==> src/rtl/bclk_pkg.sv <==
package bclk_pkg;

  // Default geometry of the control word
  localparam int unsigned CTRL_W  = 32;
  localparam int unsigned DIVF_W  = 8;
  localparam int unsigned ENB_POS = 8;
  localparam int unsigned DIR_POS = 9;

  // Divider arithmetic: modulus = max(field, DIV_FLOOR) + MOD_BIAS
  localparam int unsigned DIV_FLOOR = 1;
  localparam int unsigned MOD_BIAS  = 2;

  // Reset value of the enable field
  localparam logic ENB_RST = 1'b1;

  typedef enum logic {
    ROLE_SLAVE  = 1'b0,
    ROLE_MASTER = 1'b1
  } pin_role_e;

endpackage

==> src/rtl/bclk_ctrl_reg.sv <==
module bclk_ctrl_reg
  import bclk_pkg::*;
#(
  parameter int unsigned REG_W   = CTRL_W,
  parameter int unsigned DIV_W   = DIVF_W,
  parameter int unsigned EN_BIT  = ENB_POS,
  parameter int unsigned DIR_BIT = DIR_POS
) (
  input  logic             clk,
  input  logic             rst,
  input  logic             we,
  input  logic [REG_W-1:0] wdata,
  output logic [DIV_W-1:0] div_f,
  output logic             en_f,
  output pin_role_e        dir_f,
  output logic [REG_W-1:0] rdata
);

  // Fields are held in flops. Everything else in the word is constant zero.
  always_ff @(posedge clk) begin
    if (rst) begin
      div_f <= '0;
      en_f  <= ENB_RST;
      dir_f <= ROLE_SLAVE;
    end else if (we) begin
      div_f <= wdata[DIV_W-1:0];
      en_f  <= wdata[EN_BIT];
      dir_f <= pin_role_e'(wdata[DIR_BIT]);
    end
  end

  // Read word assembled bit by bit; reserved positions tie to zero
  for (genvar b = 0; b < REG_W; b++) begin : g_rd
    if (b < DIV_W) begin : g_div
      assign rdata[b] = div_f[b];
    end else if (b == EN_BIT) begin : g_en
      assign rdata[b] = en_f;
    end else if (b == DIR_BIT) begin : g_dir
      assign rdata[b] = dir_f;
    end else begin : g_rsvd
      assign rdata[b] = 1'b0;
    end
  end

  // Reserved write bits are deliberately dropped
  logic unused_wbits;
  assign unused_wbits = ^wdata;

endmodule

==> src/rtl/bclk_divider.sv <==
module bclk_divider
  import bclk_pkg::*;
#(
  parameter int unsigned DIV_W  = DIVF_W,
  parameter int unsigned DMIN   = DIV_FLOOR,
  parameter int unsigned BIAS   = MOD_BIAS,
  localparam int unsigned CNT_W = DIV_W + 1
) (
  input  logic             clk,
  input  logic             rst,
  input  logic             en,
  input  logic [DIV_W-1:0] div_val,
  output logic             gen_clk,
  output logic             rise_stb
);

  localparam logic [CNT_W-1:0] MOD_RST = CNT_W'(DMIN + BIAS);

  logic [CNT_W-1:0] mod_new, mod_act, cnt_q;
  logic [CNT_W-1:0] cnt_n, mod_n, cnt_inc;
  logic             run_q, run_n, gen_n, stb_n, term;

  // Clamp the programmed field, then add the bias
  always_comb begin
    if (div_val < DIV_W'(DMIN)) begin
      mod_new = MOD_RST;
    end else begin
      mod_new = {1'b0, div_val} + CNT_W'(BIAS);
    end
  end

  assign cnt_inc = cnt_q + 1'b1;
  assign term    = (cnt_q == mod_act - 1'b1);

  always_comb begin
    cnt_n = cnt_q;
    mod_n = mod_act;
    run_n = run_q;
    gen_n = gen_clk;
    stb_n = 1'b0;
    if (!en) begin
      // Frozen: park low, rearm so the next enable starts from zero
      cnt_n = '0;
      run_n = 1'b0;
      gen_n = 1'b0;
    end else if (!run_q || term) begin
      // Period boundary: adopt the pending modulus and rise
      cnt_n = '0;
      mod_n = mod_new;
      run_n = 1'b1;
      gen_n = 1'b1;
      stb_n = 1'b1;
    end else begin
      cnt_n = cnt_inc;
      gen_n = (cnt_inc < (mod_act >> 1));
    end
  end

  always_ff @(posedge clk) begin
    if (rst) begin
      cnt_q    <= '0;
      mod_act  <= MOD_RST;
      run_q    <= 1'b0;
      gen_clk  <= 1'b0;
      rise_stb <= 1'b0;
    end else begin
      cnt_q    <= cnt_n;
      mod_act  <= mod_n;
      run_q    <= run_n;
      gen_clk  <= gen_n;
      rise_stb <= stb_n;
    end
  end

endmodule

==> src/rtl/bclk_pin_ctl.sv <==
module bclk_pin_ctl
  import bclk_pkg::*;
(
  input  logic      clk,
  input  logic      rst,
  input  pin_role_e role,
  input  logic      fs_dir,
  input  logic      gen_clk,
  input  logic      pin_in,
  output logic      pin_out,
  output logic      pin_oe,
  output logic      if_clk,
  output logic      dir_mismatch
);

  logic is_master;
  assign is_master = (role == ROLE_MASTER);

  // Both terms come straight from flops, so the pad sees no added register lag
  assign pin_oe  = is_master;
  assign pin_out = is_master & gen_clk;

  // Interface clock selection; the slave path is passed through unaltered
  assign if_clk = is_master ? gen_clk : pin_in;

  always_ff @(posedge clk) begin
    if (rst) begin
      dir_mismatch <= 1'b0;
    end else begin
      dir_mismatch <= (is_master != fs_dir);
    end
  end

endmodule

==> src/rtl/bitclk_gen.sv <==
module bitclk_gen
  import bclk_pkg::*;
#(
  parameter int unsigned REG_W   = CTRL_W,
  parameter int unsigned DIV_W   = DIVF_W,
  parameter int unsigned EN_BIT  = ENB_POS,
  parameter int unsigned DIR_BIT = DIR_POS
) (
  input  logic             clk,
  input  logic             rst,
  input  logic             reg_we,
  input  logic [REG_W-1:0] reg_wdata,
  output logic [REG_W-1:0] reg_rdata,
  input  logic             fs_dir,
  input  logic             pin_in,
  output logic             pin_out,
  output logic             pin_oe,
  output logic             if_clk,
  output logic             rise_stb,
  output logic             dir_mismatch
);

  logic [DIV_W-1:0] div_f;
  logic             en_f;
  pin_role_e        dir_f;
  logic             gen_clk;

  bclk_ctrl_reg #(
    .REG_W  (REG_W),
    .DIV_W  (DIV_W),
    .EN_BIT (EN_BIT),
    .DIR_BIT(DIR_BIT)
  ) u_reg (
    .clk  (clk),
    .rst  (rst),
    .we   (reg_we),
    .wdata(reg_wdata),
    .div_f(div_f),
    .en_f (en_f),
    .dir_f(dir_f),
    .rdata(reg_rdata)
  );

  bclk_divider #(
    .DIV_W(DIV_W)
  ) u_div (
    .clk     (clk),
    .rst     (rst),
    .en      (en_f),
    .div_val (div_f),
    .gen_clk (gen_clk),
    .rise_stb(rise_stb)
  );

  bclk_pin_ctl u_pin (
    .clk         (clk),
    .rst         (rst),
    .role        (dir_f),
    .fs_dir      (fs_dir),
    .gen_clk     (gen_clk),
    .pin_in      (pin_in),
    .pin_out     (pin_out),
    .pin_oe      (pin_oe),
    .if_clk      (if_clk),
    .dir_mismatch(dir_mismatch)
  );

endmodule

==> config.mk <==
export PLATFORM = sky130hd
export DESIGN_NAME = bitclk_gen
export DESIGN_NICKNAME = d
export VERILOG_FILES = /design/src/rtl/bclk_pkg.sv /design/src/rtl/bclk_ctrl_reg.sv /design/src/rtl/bclk_divider.sv /design/src/rtl/bclk_pin_ctl.sv /design/src/rtl/bitclk_gen.sv
export SDC_FILE = /design/constraint.sdc
export NUM_CORES = 1
export LEC_CHECK = 0
export ABC_CLOCK_PERIOD_IN_PS = 3000
export CORE_ASPECT_RATIO = 0.7
export CORE_MARGIN = 2
export CORE_UTILIZATION = 40
export CTS_CLUSTER_SIZE = 14
export DETAILED_ROUTE_END_ITERATION = 10
export GPL_TIMING_DRIVEN = 0
export HOLD_SLACK_MARGIN = 0.06
export PLACE_DENSITY = 0.73
export SYNTH_ARGS = -nofsm -noshare
export SYNTH_HDL_FRONTEND = slang
export SYNTH_HIERARCHICAL = 1
export SYNTH_SLANG_ARGS = --single-unit
==> constraint.sdc <==
create_clock -name clk -period 3 [get_ports clk]
set_clock_uncertainty 0.2 [all_clocks]
set_input_delay 0.45 -clock clk [delete_from_list [all_inputs] [get_ports clk]]
set_output_delay 0.45 -clock clk [all_outputs]
set_load 0.03 [all_outputs]
* Yosys cells after proc, flatten, opt, wreduce, memory -nomap -nowiden
Index checks and enable logic that the tools add are counted.
W data, S select, Z words.
** Cells by class
- Div/mod/pow operators :: 0
- Add/sub/neg operators :: 3
- Shift operators :: 0
- Eq/ne operators :: 2
- Order comparisons :: 2
- Reductions and logical operators :: 5
- Bitwise operators :: 2
- Multiply operators :: 0
- Multiplexer cells :: 4
** Operators with widths (count)
- $add A8 B2 Y9 const B :: 1
- $add A9 B1 Y9 const B :: 1
- $eq A9 B9 Y1 :: 1
- $lt A9 B8 Y1 :: 1
- $mux W9 :: 1
- $sub A9 B1 Y9 const B :: 1
- $lt A8 B1 Y1 const B :: 1
- $mux W1 :: 3
- $reduce_or A3 Y1 :: 1
- $reduce_and A2 Y1 :: 1
- $reduce_or A2 Y1 :: 1
- $and A1 B1 Y1 :: 1
- $logic_not A1 Y1 :: 1
- $logic_or A1 B1 Y1 :: 1
- $ne A1 B1 Y1 :: 1
- $not A1 Y1 :: 1
** Storage, ports and cells
- Memories kept :: 0
- RAM bits :: 0
- Bits in registers :: 32
- Bits in latches :: 0
- Memory bits (read-only) :: 0
- Output and inout port bits :: 37
- Word-level logic and storage cells :: 27
- Input port bits :: 37

* Longest topological paths before layout
Gate-level depths: netlist of the first run.
- Depth after elaboration :: 4
- Mapped depth :: 9
- Mapped depth without buffers :: 9

* Hierarchy
The synthesis of the first run kept the hierarchy.
** By module, submodules not included
- bclk_divider :: instances 1, area each 1418.9 µm², sequential area each 420.4 µm², cells each 159
- bclk_ctrl_reg :: instances 1, area each 599.3 µm², sequential area each 200.2 µm², cells each 65
- bclk_pin_ctl :: instances 1, area each 62.6 µm², sequential area each 20.0 µm², cells each 6

* Worst setup path after synthesis of the first run
Ideal clock, no wire load.
- Kind :: reg2reg
- Start point :: register u_div.mod_act[0]
- End point :: register u_div.mod_act[4]
- Path slack :: 0.685 ns
- Required time :: 2.679 ns
- Period minus slack after synthesis :: 2.315 ns
- Library setup time :: 0.121 ns
- Cell stages (with the launch flop) :: 8
- Arrival time :: 1.993 ns
- Path through :: dfxtp_1 or4_4 o221ai_2 o211ai_1 o2111a_2 o21ai_2 buf_6 mux2_4
** Between the ends
- Word-level cells in the longest chain between the ends :: 4
** RTL lines
- from (decl) :: RTL line bclk_divider.sv:19 : logic [CNT_W-1:0] mod_new, mod_act, cnt_q;
- from (signal assigned) :: RTL line bclk_divider.sv:68 : mod_act <= mod_n;
- $sub A9 B1 Y9 :: RTL line bclk_divider.sv:33 : assign term = (cnt_q == mod_act - 1'b1);
- $eq A9 B9 Y1 :: RTL line bclk_divider.sv:33
- $logic_or A1 B1 Y1 :: RTL line bclk_divider.sv:46 : end else if (!run_q || term) begin
- $reduce_and A2 Y1 (no line)
No other way between the ends.
A chain may end at the register's enable or synchronous reset.

* Worst setup path after layout of the first run
- Start point :: register u_div.mod_act[0]
- End point :: register u_div.mod_act[7]
The elaborated chain is that of the path after synthesis.

==> reports/summary.md, run 1 <==
Clock sink total: 32. TritonCTS built the clock tree. After floorplanning, the core was sized to cover 4887 um2. For the worst flop-to-flop path, the logic depth is 9. The share of async-settable or async-resettable flops after synthesis came out at 0%. The area enclosed by the die boundary was 5804 um2. In this run the worst hold path is classified as flop to flop. Entering global routing, the biggest net connects 11 pins.

The cell sitting at the root of the clock tree is a sky130_fd_sc_hd__clkbuf_8. The run gives 0 as the initial antenna violation count. After synthesis, flip-flops and latches occupy 30.79% of the total area. The number of instances on the worst hold path is 1. The tools report the kind of start point of the critical path as a flop. Endpoint of the worst hold-timing path: u_div/cnt_q[0]. In this run the remaining antenna-violating nets after routing total 0. Detailed placement finished with a half-perimeter wire length of 3058 um.

The destination of the worst register-to-register timing path is u_div/mod_act[7]. The critical path starts at u_div/mod_act[0]. The count of flip-flops with a built-in enable after synthesis is 0, and the fraction of layout instances using a drive strength above 1 is 20.56%. Dividing the final minimum period by the clock period gives 87.61%. For the worst-skew pair, the clock arrives at the later sink with an insertion delay of 0.28 ns.

Global routing consumed, over all layers together, 14.62% of the routing resources. Across all register-to-register paths, the minimum setup slack is 0.37 ns. The clock tree synthesis step divided the H-tree into 2 levels.

Classification of the worst setup path: flop to flop. Leading register cell type out of synthesis: sky130_fd_sc_hd__dfxtp_1. The count of standard-cell rows was 21; the largest fanout of any net on the critical path was 10.

Of the total power, the clock network draws 32.2%. Internal power comes to 0.7868 mW. Port buffering added 29 buffers. For this design the static power due to leakage is 1.194 nW. The most common cell after layout, fill and taps aside was sky130_fd_sc_hd__buf_4. From synthesis to final layout, the design area changed by 26.52%. The DRC marker count from the first detailed-route iteration was 72. The worst reg2reg path startpoint is u_div/mod_act[0]. The maximum clock frequency came out at 380.5 MHz. The tool flagged a number of max-cap violations equal to 0. Setup total negative slack on the finished layout was measured at 0 ns. Counting along the longest clock path gives a buffer depth of 2. The final weighted congestion in routability-driven placement is 0.8350, and the worst path arrival time is 2.60 ns. The mapped cell area is 2081 um2. For the fraction of power consumed by combinational cells, the log shows 25.0%. After global routing the overflow that remains totals 0.

The flow ran to the end, and the final reports show no timing, DRC or antenna violations. The logs give 230 for the count of mapped cells out of synthesis and 74 for the top-level port count. The net count of the finished layout is 334. The global-route wire length before repair is 6879 um, and the count of cells resized by post-cts repair is 0. For the required time reported for the critical path endpoint, the log shows 2.97 ns. The filler cells instantiated in the layout total 451. The first detailed-routing pass ran for 4 iterations. The number of max-slew violations in the final report is 0, and the power per standard cell area is 423.1 nW/um2. In the routed layout, each cell is associated on average with a via count of 4.419.

In this run the power spent charging and discharging nets is 0.3269 mW. Hold repair after CTS inserted 0 buffers. Clock tree synthesis inserted a total of 5 buffers. Clock-pin slew was measured on the worst setup and hold paths at 0.07 ns.

Horizontal extent of the die: 90.21 um. The number of different library cells used by synthesis comes to 38. VDD sags by at most 0.0002023 V.

Across all layers, the routed design uses 1,573 vias. The tools report the starting utilization of the core area as 42.58%. The top cell types in the final layout, fill and taps aside, are sky130_fd_sc_hd__buf_4, sky130_fd_sc_hd__dfxtp_1, sky130_fd_sc_hd__clkdlybuf4s50_1. The post-synthesis sequential element count is 32, and the final period demand of the worst path is 2.628 ns. The worst setup path is captured at a flop. For the post-CTS setup-driven buffer insertion count, the log shows 0. The number of antenna diodes in the final layout is 0. Overall routed net length: 3885 um.

Via count of the first global-routing pass: 1,469. Setup violations remaining at the end of the flow were counted as 0. The number of warning messages in the yosys log came out at 6. The sequential share of power is 42.7%. The tools report the source of the worst hold timing path as u_div/cnt_q[0]. A synthesized cell averages 9.047 um2. For the total power of the final layout, the log shows 1.114 mW. Measured along the y axis, the die boundary spans 64.35 um.

The fraction of power spent switching nets is 29.35%. The average wire length per cell after detail routing works out to 10.91 um. Setup repair after global routing left no endpoint under its margin. The final-report hold violation count came out at 0. For this run, design rule violations remaining after detail routing come to 0.
## power by group through the flow
stage | Combinational, mW | Sequential [mW] | Clock (mW)
6_report | 0.279 | 0.476 | 0.359
3_5_place_dp | 0.278 | 0.486 | 0
4_1_cts | 0.279 | 0.476 | 0.370
3_3_place_gp | 0.274 | 0.484 | 0
2_1_floorplan | 0.207 | 0.484 | 0
5_1_grt | 0.301 | 0.481 | 0.385
## cells by family (layout without fill, tap and decap cells)
kind of cell	Yosys count	in the layout	share of synthesized area (%)
buffers and inverters	50	86	16.54
and+or+nand+nor	80	80	20.87
AOI/OAI and AO/OA	12	12	4.510
xor gates and xnor gates	26	26	10.94
adders and majority gates	10	10	6.013
other	1	22	0.1802
muxes	19	19	10.16
DFF	32	32	30.79
## per-layer routing
metal	track usage (%)	part of all wire (%)	vias to the layer above	wire length (um)
met5	0	0	-	0
met4	4.615	1.1	0	44
met3	3.774	4.6	7	177
met2	20.39	40	41	1548
met1	21.68	54	701	2115
li1	-	-	824	-
## final cells by class
| type | instances | area (um2) | area share, % |
|---|---|---|---|
| clock buffer | 7 | 96.34 | 3.660 |
| inverter | 11 | 41.29 | 1.568 |
| tap | 69 | 86.33 | 3.279 |
| timing repair buffer | 29 | 290.3 | 11.03 |
| sequential | 32 | 640.6 | 24.33 |
| multi-input combinational | 169 | 1175 | 44.63 |
| buffer | 39 | 302.8 | 11.50 |
## registers in the layout (all words and copies together) (netlist names)
name and flops:
u_pin/dir_mismatch 1, u_div/mod_act 9, u_div/cnt_q 9, u_reg/dir_f 1, u_reg/div_f 8, u_div/rise_stb 1
u_reg/en_f 1, u_div/gen_clk 1, u_div/run_q 1
## per-stage QoR
stage | instance area (um2) | worst slack (ns) | hold WS, ns | util, % | cells
after global routing | 2633 | 0.3216 | 0.3574 | 53.87 | 356
after floorplan | 2160 | 0.6852 | 0.2623 | - | 251
final | 2633 | 0.3717 | 0.3079 | 53.87 | 356
after global placement | 2536 | 0.4604 | 0.2878 | 51.89 | 349
after detailed placement | 2536 | 0.4633 | 0.2954 | 51.89 | 349
after CTS | 2633 | 0.4308 | 0.3111 | 53.87 | 356
## how the worst max path moves through the flow
stage / end / cells past startpoint / slack (ns)
3_5_place_dp: u_div/mod_act[7] / 9 / 0.46
6_report: u_div/mod_act[7] / 9 / 0.37
2_1_floorplan: u_div/mod_act[4] / 7 / 0.69
5_1_grt: u_div/mod_act[4] / 9 / 0.32
4_1_cts: u_div/mod_act[7] / 9 / 0.43
3_3_place_gp: u_div/mod_act[4] / 9 / 0.46
## synth_stat cells, types with 3 or more instances
library cell | count | area [um2]
sky130_fd_sc_hd__buf_4 | 34 | 255.2
sky130_fd_sc_hd__dfxtp_1 | 32 | 640.6
sky130_fd_sc_hd__nor2_1 | 27 | 101.4
sky130_fd_sc_hd__xnor2_1 | 16 | 140.1
sky130_fd_sc_hd__mux2i_1 | 14 | 140.1
sky130_fd_sc_hd__nor2b_1 | 12 | 75.07
sky130_fd_sc_hd__inv_1 | 11 | 41.29
sky130_fd_sc_hd__nand3_1 | 11 | 55.05
sky130_fd_sc_hd__ha_1 | 10 | 125.1
sky130_fd_sc_hd__nand2_1 | 10 | 37.54
sky130_fd_sc_hd__xor2_1 | 10 | 87.58
sky130_fd_sc_hd__a21oi_1 | 4 | 20.02
sky130_fd_sc_hd__mux2_4 | 4 | 60.06
sky130_fd_sc_hd__buf_6 | 3 | 33.78
sky130_fd_sc_hd__nand2b_1 | 3 | 18.77
sky130_fd_sc_hd__nor4_1 | 3 | 18.77
## worst max-delay path, stage by stage, from the launching register on
cell and delay (ns):
sky130_fd_sc_hd__dfxtp_1 0.42, sky130_fd_sc_hd__inv_1 0.07, sky130_fd_sc_hd__ha_1 0.22, sky130_fd_sc_hd__nor3b_2 0.19, sky130_fd_sc_hd__xnor2_1 0.14, sky130_fd_sc_hd__nor4_1 0.44
sky130_fd_sc_hd__o2111a_2 0.31, sky130_fd_sc_hd__o21ai_2 0.07, sky130_fd_sc_hd__buf_6 0.16, sky130_fd_sc_hd__mux2_4 0.29
Note: power is estimated with default switching activity, not from simulation.
==> inputs of run 2 (changes only) <==
CORE_UTILIZATION = 31   (was 40)
PLACE_DENSITY = not set   (was 0.73)
==> reports/summary.md, run 2 (same netlist as run 1, synthesis figures left out) <==
The CTS H-tree depth was 2 (unchanged). The tools report the post-CTS setup-driven buffer insertion count as 0 (unchanged). In this run the most critical hold path is launched from u_div/cnt_q[0].

The utilization of the core after routing is 41.49% (-12 points). The post-detailed-route count of antenna-violating nets came out at 0 (unchanged). The largest fanout of any net on the critical path came out at 10 (unchanged). The largest registers in the layout are u_div/cnt_q: 9 flops, u_div/mod_act: 9 flops, u_reg/div_f: 8 flops. The sum of negative setup slack was 0 ns (unchanged). The via count of the first global-routing pass was 1,473 (+0.27%). For the cell area reported after detailed placement, the log shows 2564 um2 (+1.1%).

The clock-pin transition on the worst setup and hold timing paths is 0.06 ns (about the same), and the count of buffering cells on the critical path with inverters included is 2 (unchanged). The tools report the clock sink total as 32 (unchanged). The kind of cell with the highest combined delay along the critical path is simple AND/OR/NAND/NOR gates.

The cell at the root of the clock tree is sky130_fd_sc_hd__clkbuf_8. The number of max-slew violations in the final report came out at 0 (unchanged). The worst setup path is captured at a flop. The share of the cycle needed by the critical path after routing is 85.79% (-1.8 points), and the top-level port count is 74 (unchanged). The vertical die dimension is 72.55 um (+13%). The routed via count divided by cell count came out at 4.069 (-7.9%).

The final weighted congestion in routability-driven placement was 0.8273 (-0.92%). The global-route usage over all layers came out at 11.91% (-2.7 points). Setup repair after global routing left no endpoint under its margin. The logs give 2.97 ns (about the same) for the required time reported for the critical path endpoint and 7394 um2 (+27%) for the area enclosed by the die boundary. The maximum VDD drop came out at 0.0001535 V (-24%). The worst hold path terminates at u_div/cnt_q[0]. In this run the worst hold path is classified as flop to flop.

Cell count of the worst reg-to-reg path: 9 (unchanged). The logs give 0 (unchanged) for the DRC violation count after routing and 334 (unchanged) for the net count of the finished layout. In this run the critical register-to-register path is captured at u_div/mod_act[4]. The most common cell after layout, fill and taps aside was sky130_fd_sc_hd__buf_4.

The run finished with clean final reports. Total global routing overflow: 0 (unchanged). The minimum setup slack among reg-to-reg paths came out at 0.43 ns (+0.05 ns). The tools report the count of cells resized by post-cts repair as 0 (unchanged). The tools report the HPWL reported at the end of detailed placement as 3297 um (+7.8%). The final-report hold violation count came out at 0 (unchanged). The average wire length per cell after detail routing was 10.93 um (+0.19%). The logs give 6366 um2 (+30%) for the area of the placeable core and 371 (+6.3%) for the cell count after placement.

The tightest hold margin is 0.3070 ns (-0.0008800 ns). Worst reg2reg path startpoint: u_div/mod_act[0]. The run gives 2.54 ns (-0.06 ns) as the worst path arrival time. For the maximum clock frequency, the log shows 388.6 MHz (+2.1%). The slowest library cell on the worst path is sky130_fd_sc_hd__nor4_1. Leaving out fill and tap cells, the most frequent cells in the layout are sky130_fd_sc_hd__buf_4, sky130_fd_sc_hd__dfxtp_1, sky130_fd_sc_hd__clkdlybuf4s50_1.

The leakage power summed over all cells is 1.184 nW (-0.78%), and the maximum clock path buffer count is 2 (unchanged). The number of I/O port buffers was 29 (unchanged); the TritonCTS buffer count was 5 (unchanged). Max-cap violation count: 0 (unchanged). The tools report the final-report setup violation count as 0 (unchanged). The maximum single-stage delay on the critical path works out to 0.39 ns (-0.05 ns). Power per standard cell area: 404.1 nW/um2 (-4.5%). The worst setup path is launched from a flop. Number of instances on the worst hold path: 1 (unchanged). The area growth from synthesis to final layout came out at 26.94%. The overall routed net length is 4133 um (+6.4%), and the DRC marker count from the first detailed-route iteration is 72 (unchanged). The global-route wire length before repair came out at 6817 um (-0.90%). The clock latency reported for the late side of the worst-skew pair was 0.28 ns (about the same). The run gives 0 (unchanged) as the count of inserted antenna diode cells. The fraction of layout instances using a drive strength above 1 was 20.21% (-0.35 points).

The logs give 0 (unchanged) for the initial antenna violation count and 11 (unchanged) for the pin count of the biggest net entering global routing. The detailed-router iteration count before antenna repair is 4 (unchanged). The horizontal extent of the die came out at 101.9 um (+13%). TritonCTS built the clock tree. The starting utilization of the core area was 32.68% (-9.9 points).

Total power of the final layout: 1.067 mW (-4.2%). The worst setup path is of the flop to flop kind. The number of filler instances in the final layout was 658 (+46%); the via count of the routed design was 1,538 (-2.2%). Non-filler instance count after layout: 378 (+6.2%). The critical path goes through inv_1 > ha_1 > nor3b_2 > xnor2_1 > nor4_1 > o2111a_2 > o21ai_2 > buf_6 > mux2_4. The final period demand of the worst path was 2.574 ns (-0.05470 ns). The cell area after layout is 2641 um2 (+0.33%). The tools report the worst setup slack after layout as 0.4264 ns (+0.05470 ns). The count of standard-cell rows was 24 (+14%); the count of hold buffers inserted by post-cts repair was 0 (unchanged).

The post-placement worst setup slack came out at 0.4474 ns (-0.01593 ns).
[run 2: cell types whose count changed in the layout (fill, tap and decap cells not counted)]
cell,change
sky130_fd_sc_hd__clkbuf_8,-2
sky130_fd_sc_hd__clkbuf_1,+1
sky130_fd_sc_hd__clkinv_2,+1
[run 2: area by class of cell]
cell class	instances	area [um2]	share of cell area, %
clock inverter	1	5.005	0.1895
clock buffer	6	72.57	2.748
tap	91	113.9	4.311
sequential	32	640.6	24.25
buffer	39	302.8	11.46
multi-input combinational	169	1175	44.48
timing repair buffer	29	290.3	10.99
inverter	11	41.29	1.563
[run 2: worst max-delay path by stage]
stage | start | end | depth (start not counted)
after floorplan | u_div/mod_act[0] | u_div/mod_act[4] | 7
final | u_div/mod_act[0] | u_div/mod_act[4] | 9
after global placement | u_div/mod_act[0] | u_div/mod_act[6] | 9
after detailed placement | u_div/mod_act[0] | u_div/mod_act[4] | 9
after global routing | u_div/mod_act[0] | u_div/mod_act[4] | 9
after CTS | u_div/mod_act[0] | u_div/mod_act[4] | 9
[run 2: report_power, final]
| group | switching, mW | internal [mW] |
|---|---|---|
| Clock | 0.153 | 0.158 |
| Sequential | 0.0276 | 0.448 |
| Combinational | 0.146 | 0.135 |
[run 2: per-layer routing]
metal  part of all wire, %  up-vias  GRT usage [%]
li1                      -      816              -
met3                   5.0        2          3.854
met1                    54      691          17.23
met5                     0        -              0
met2                    41       29          16.52
met4                  0.51        0          4.000
